--- src/rtl/scl_ratio_gen.sv ---
module scl_ratio_gen #(
  parameter int CNT_W  = 4,
  parameter int LOW_0  = 4,
  parameter int HIGH_0 = 4,
  parameter int LOW_1  = 6,
  parameter int HIGH_1 = 3,
  parameter int LOW_2  = 11,
  parameter int HIGH_2 = 6
) (
  input  logic       clk,
  input  logic       rst_n,
  input  logic       en,
  input  logic       tick,
  input  logic [1:0] ratio_sel,
  output logic       scl_o,
  output logic       low_start_o,
  output logic       high_start_o
);

  logic             running;
  logic             in_high;
  logic [1:0]       sel_q;
  logic [CNT_W-1:0] cnt;

  function automatic logic [CNT_W-1:0] low_last(input logic [1:0] s);
    case (s)
      2'd1:    return CNT_W'(LOW_1 - 1);
      2'd2:    return CNT_W'(LOW_2 - 1);
      default: return CNT_W'(LOW_0 - 1);
    endcase
  endfunction

  function automatic logic [CNT_W-1:0] high_last(input logic [1:0] s);
    case (s)
      2'd1:    return CNT_W'(HIGH_1 - 1);
      2'd2:    return CNT_W'(HIGH_2 - 1);
      default: return CNT_W'(HIGH_0 - 1);
    endcase
  endfunction

  wire end_low  = !in_high && (cnt == low_last(sel_q));
  wire end_high =  in_high && (cnt == high_last(sel_q));

  always_ff @(posedge clk or negedge rst_n) begin
    if (!rst_n) begin
      running      <= 1'b0;
      in_high      <= 1'b0;
      sel_q        <= 2'd0;
      cnt          <= '0;
      scl_o        <= 1'b1;
      low_start_o  <= 1'b0;
      high_start_o <= 1'b0;
    end else begin
      low_start_o  <= 1'b0;
      high_start_o <= 1'b0;
      if (!en) begin
        running <= 1'b0;
        in_high <= 1'b0;
        cnt     <= '0;
        scl_o   <= 1'b1;
      end else if (!running) begin
        running     <= 1'b1;
        in_high     <= 1'b0;
        cnt         <= '0;
        scl_o       <= 1'b0;
        low_start_o <= 1'b1;
        sel_q       <= ratio_sel;
      end else if (tick) begin
        if (end_low) begin
          in_high      <= 1'b1;
          cnt          <= '0;
          scl_o        <= 1'b1;
          high_start_o <= 1'b1;
        end else if (end_high) begin
          in_high     <= 1'b0;
          cnt         <= '0;
          scl_o       <= 1'b0;
          low_start_o <= 1'b1;
          sel_q       <= ratio_sel;
        end else begin
          cnt <= cnt + 1'b1;
        end
      end
    end
  end

endmodule

--- config.mk ---
export PLATFORM = sky130hd
export DESIGN_NAME = scl_ratio_gen
export DESIGN_NICKNAME = d
export VERILOG_FILES = /design/src/rtl/scl_ratio_gen.sv
export SDC_FILE = /design/constraint.sdc
export NUM_CORES = 1
export LEC_CHECK = 0
export ABC_AREA = 0
export BUFFER_PORTS_ARGS = -buffer_cell sky130_fd_sc_hd__buf_4
export CELL_PAD_IN_SITES_DETAIL_PLACEMENT = 1
export CELL_PAD_IN_SITES_GLOBAL_PLACEMENT = 1
export CORE_MARGIN = 2
export CORE_UTILIZATION = 45
export CTS_CLUSTER_DIAMETER = 100
export CTS_CLUSTER_SIZE = 40
export DETAILED_ROUTE_END_ITERATION = 12
export PLACE_DENSITY = 0.84
export SYNTH_ARGS = -nofsm -noshare
export SYNTH_HDL_FRONTEND = slang
export SYNTH_SLANG_ARGS = --single-unit
--- constraint.sdc ---
create_clock -name clk -period 5.47 [get_ports clk]
set_clock_uncertainty 0.15 [all_clocks]
set_input_delay 1.094 -clock clk [delete_from_list [all_inputs] [get_ports clk]]
set_output_delay 1.094 -clock clk [all_outputs]
set_load 0.01 [all_outputs]
# Yosys cells after proc, flatten, opt, wreduce, memory -nomap -nowiden
# Cells that the tools add are included.
[totals] output_inout_bits=3 inputBits=6 reg_bits=11 wordCells=49
[classes] eq_ne=9 muxes=27 add_sub_neg=1 reduce_logical=5
[op_table] cell="two-way mux 4 bit" count=5
[op_table] cell="two-way mux 1 bit" count=16
[op_table] cell="== test 4 bit" count=2
[op_table] cell="two-way mux 2 bit" count=4
[op_table] cell="one-hot mux 4 bit (2 select lines)" count=1
[op_table] cell="one-hot mux 3 bit (2 select lines)" count=1
[op_table] cell="adder 4 x 1 -> 4 bit, second input constant" count=1
[op_table] cell="!= test 2 bit, second input constant" count=2
[op_table] cell="!= test 4 x 2 -> 1 bit, second input constant" count=1
[op_table] cell="AND reduction 4 bit" count=1
[op_table] cell="!= test 3 bit, second input constant" count=1
[op_table] cell="== test 2 x 1 -> 1 bit, second input constant" count=1
[op_table] cell="== test 2 bit, second input constant" count=1
[op_table] cell="logical AND 1 bit" count=2
[op_table] cell="!= test 2 x 1 -> 1 bit, second input constant" count=1
[op_table] cell="AND reduction 2 bit" count=1
[op_table] cell="zero test 1 bit" count=1

# Depth between registers and ports, before layout
[depth] depth_word=9 depth_mapped=5 ltp_nobuf=5

# Worst setup path after synthesis
# No wires, ideal clock.
[synth_timing] path_kind="input -> register" from="input en" to="register cnt[2]" setup_ns=0.066 path_buffers=0 arrival_time_ns=2.107 t_required_ns=5.254 slack_ns=3.147 stages=5 cell_sequence="nand2_1 > nor2_1 > or4b_1 > nor3b_1 > a221o_1"
[synth_between] elab_chain_len=1
[synth_rtl] item="start: declaration" line="12" rtl="input logic en,"
[synth_rtl] item="!= test 3 bit (no source line) / two-way mux 4 bit (equally long branches)"
[synth_rtl] item="end signal: assignment" line="81" rtl="cnt <= cnt + 1'b1;"
[synth_rtl] item="end: declaration" line="23" rtl="logic [CNT_W-1:0] cnt;"
# Several ways; a longest one is shown, not always the timed one.
# A chain may end at the register's enable or synchronous reset.

# Worst setup path in the final report
# Ends and elaborated chain as after synthesis.

==> implementation parameters <==
Parameter                              Value

Outcome
  Result of the run    complete, no violations

Place
  Last weighted congestion value of the routability-driven placer    0.7342
  HPWL after DPL    1185 um
  Port Buffer Count    8
  Placed Cells    85

Yosys
  Mean instance size in the synthesized netlist    10.64 um2
  Count of warnings emitted by yosys    0
  Number of synthesized register bits    11
  Part of the Yosys area used for sequential elements    0.4194
  Instance count of the mapped netlist    62
  Distinct cell type count of the synthesized netlist    32
  Post-Syn Area    659.4 um2
  Top flip-flop cell by instance count after synthesis    sky130_fd_sc_hd__dfrtp_1
  Nets in the synthesized netlist    69
  Share of synthesized flip-flops with an asynchronous set or reset    1.000
  Number of flops mapped to enable cells by yosys    0

Timing
  Aggregate negative setup slack    0 ns
  Timing-limited maximum frequency    431.6 MHz
  Slew headroom    0.6447
  Max-slew violation total from the final report    0
  Hold Vio Cnt, Final    0
  Final period util    0.4235
  Transition time of the tightest slew-check pin    0.5289 ns
  Setup-failing EPs final    0
  Unrepaired setup endpoints after global routing    false
  Shortest period the worst path allows    2.317 ns

Floorplanning
  Die boundary width    42.28 um
  Height of the chip    42.28 um
  Starting Density    0.4944
  Die ar.    0.001788 mm2
  I/O pin count    9
  Standard-cell rows    13
  Total core area    0.001334 mm2

Layout
  Layout-stage area growth over the synthesis result    15.94%
  Post-layout instance count excluding filler cells    89
  Antenna Diode Count    0
  Core Util, Final    0.5732
  Fill count    156
  Footprint of the multi-input gates    375.4 um2
  Register Area    276.5 um2
  Fraction of final layout cells sized beyond drive strength 1    0.3243
  Layout net count    82

Critical path
  Data arrival at the endpoint of the critical path    2.38 ns
  Capturing element type of the critical path    register
  CP startpoint    en
  Largest fanout on the critical path    6
  Largest stage delay on the critical path    0.51 ns
  Cell breakdown of the critical path    buf_4 > nand2_1 > nor2_1 > or4b_1 > nor3b_1 > a221o_1
  Worst R2R Start    sel_q[0]$_DFFE_PN0P_
  Setup CP Type    primary input to register
  Slowest library cell on the worst path    sky130_fd_sc_hd__or4b_1
  Required time reported for the critical path endpoint    5.53 ns
  Startpoint Class    primary input

Routing
  Violation count after the first detailed-routing iteration    11
  Pre-antenna DRT Iters    4
  Total via count in the routed design    532
  Number of remaining DRC errors    0
  WL final    1531 um
  Count of antenna-violating nets left after detailed routing    0
  Via-per-instance ratio    5.978
  Wirelength per Cell    17.20 um

Hold path
  Min-Delay Startpoint    scl_o$_DFFE_PN1P_
  Type of the most critical hold path    register to register

Run
  Max-capacitance violation count    0

Clocking
  Clock latency on the worst-skew pair    0.27 ns
  Clock slew at the register clock pins of the worst setup and hold paths    0.07 ns
  Max Root-Sink Buffers    2
  CTS root buf    sky130_fd_sc_hd__clkbuf_4
  H-tree depth    1
  Quantity of hold-fixing buffers added after cts    0
  Clock net sink count    11
  TritonCTS Buffers    3
  Clock tree from TritonCTS    built
  Total setup buffers inserted after CTS    0
  Number of resized instances in the post-cts repair step    0

Global routing
  Overall fraction of global-route tracks in use    0.2179
  Global-route congestion overflow total    0
  Number of global-route vias before repair    613
  First-pass GRT wire length    2877 um
  Maximum number of pins on one net before global-route repair    12
  Initial antenna violation count    0

Pwr
  Design Power    0.1775 mW
  Leakage power figure    0.3232 nW
  Maximum VDD drop    0.1414 mV
  PD cells    232.2 mW/mm2
[metal layers]
| layer | up-vias | global-route usage | part of all wire |
|---|---|---|---|
| met5 | - | 0 | 0 |
| met4 | 0 | 0.1688 | 0.060 |
| met3 | 11 | 0.03879 | 0.028 |
| met2 | 14 | 0.3323 | 0.48 |
| met1 | 253 | 0.2681 | 0.43 |
| li1 | 254 | - | - |
[area by class of cell]
class	instances	area share
multi-input combinational	49	0.4910
clock buffer	4	0.03437
timing repair buffer	8	0.07856
tap	15	0.02455
sequential	11	0.3617
inverter	2	0.009820
[stage by stage]
step	hold WS [ns]	area, um2	setup WS (ns)
floorplan	0.3305	659.4	3.147
global placement	0.3180	738.2	2.968
detailed placement	0.3256	738.2	2.862
CTS	0.3365	764.5	3.147
global route	0.3648	764.5	2.986
finish	0.3314	764.5	3.153
[registers in the layout, indices dropped and copies added, names as in the netlist]
register	cells
cnt	4
sel_q	2
high_start_o	1
in_high	1
low_start_o	1
running	1
scl_o	1
[worst max-delay path, delay by kind of cell]
family	cells	cell delay (ns)
and+or+nand+nor	4	1.03
AOI/OAI and AO/OA	1	0.14
buffers and inverters	1	0.12
[layout by cell type, fill, tap and decap left out, drive strengths merged, types with 2 or more instances in the layout]
master,Yosys,routed
dfrtp,10,10
nand2,8,8
buf,0,8
a21oi,5,5
nand2b,4,4
nor2b,4,4
clkbuf,0,4
nor3,3,3
nor2,2,2
inv,2,2
o21ai,2,2
mux2,2,2
and4bb,2,2
o31ai,2,2
nor3b,2,2
[path summary, 6_finish.rpt]
path | endpoint | cells after the start | slack, ns
setup / recovery | cnt[2]$_DFFE_PN0P_ | 6 | 3.15
hold / removal | scl_o$_DFFE_PN1P_ | 2 | 0.33
setup reg to reg | sel_q[0]$_DFFE_PN0P_ | 5 | 3.30
hold reg to reg | scl_o$_DFFE_PN1P_ | 2 | 0.33
max in group asynchronous | scl_o$_DFFE_PN1P_ | 1 | 4.45
min in group asynchronous | running$_DFF_PN0_ | 1 | 0.49
[synthesized netlist by cell type (2+ instances only)]
cell type | count | share of area
sky130_fd_sc_hd__a21oi_1 | 4 | 0.030
sky130_fd_sc_hd__dfrtp_1 | 10 | 0.38
sky130_fd_sc_hd__inv_1 | 2 | 0.011
sky130_fd_sc_hd__mux2_4 | 2 | 0.046
sky130_fd_sc_hd__nand2_1 | 8 | 0.046
sky130_fd_sc_hd__nand2b_1 | 4 | 0.038
sky130_fd_sc_hd__nor2_1 | 2 | 0.011
sky130_fd_sc_hd__nor2b_1 | 3 | 0.028
sky130_fd_sc_hd__nor3_1 | 3 | 0.023
sky130_fd_sc_hd__o21ai_1 | 2 | 0.015
[kinds of logic after synthesis]
logic type,share of synthesized area
and+or+nand+nor,0.3434
AOI/OAI and AO/OA,0.1613
DFF,0.4194
buffers and inverters,0.01139
muxes,0.04554
adders and majority gates,0.01897
[power breakdown]
group | internal [mW] | switching [mW] | total, mW
Clock | 0.0283 | 0.0294 | 0.0577
Sequential | 0.0864 | 0.00676 | 0.0932
Combinational | 0.0143 | 0.0124 | 0.0267
Total | 0.129 | 0.0485 | 0.177
Note: power is estimated with default switching activity, not from simulation.
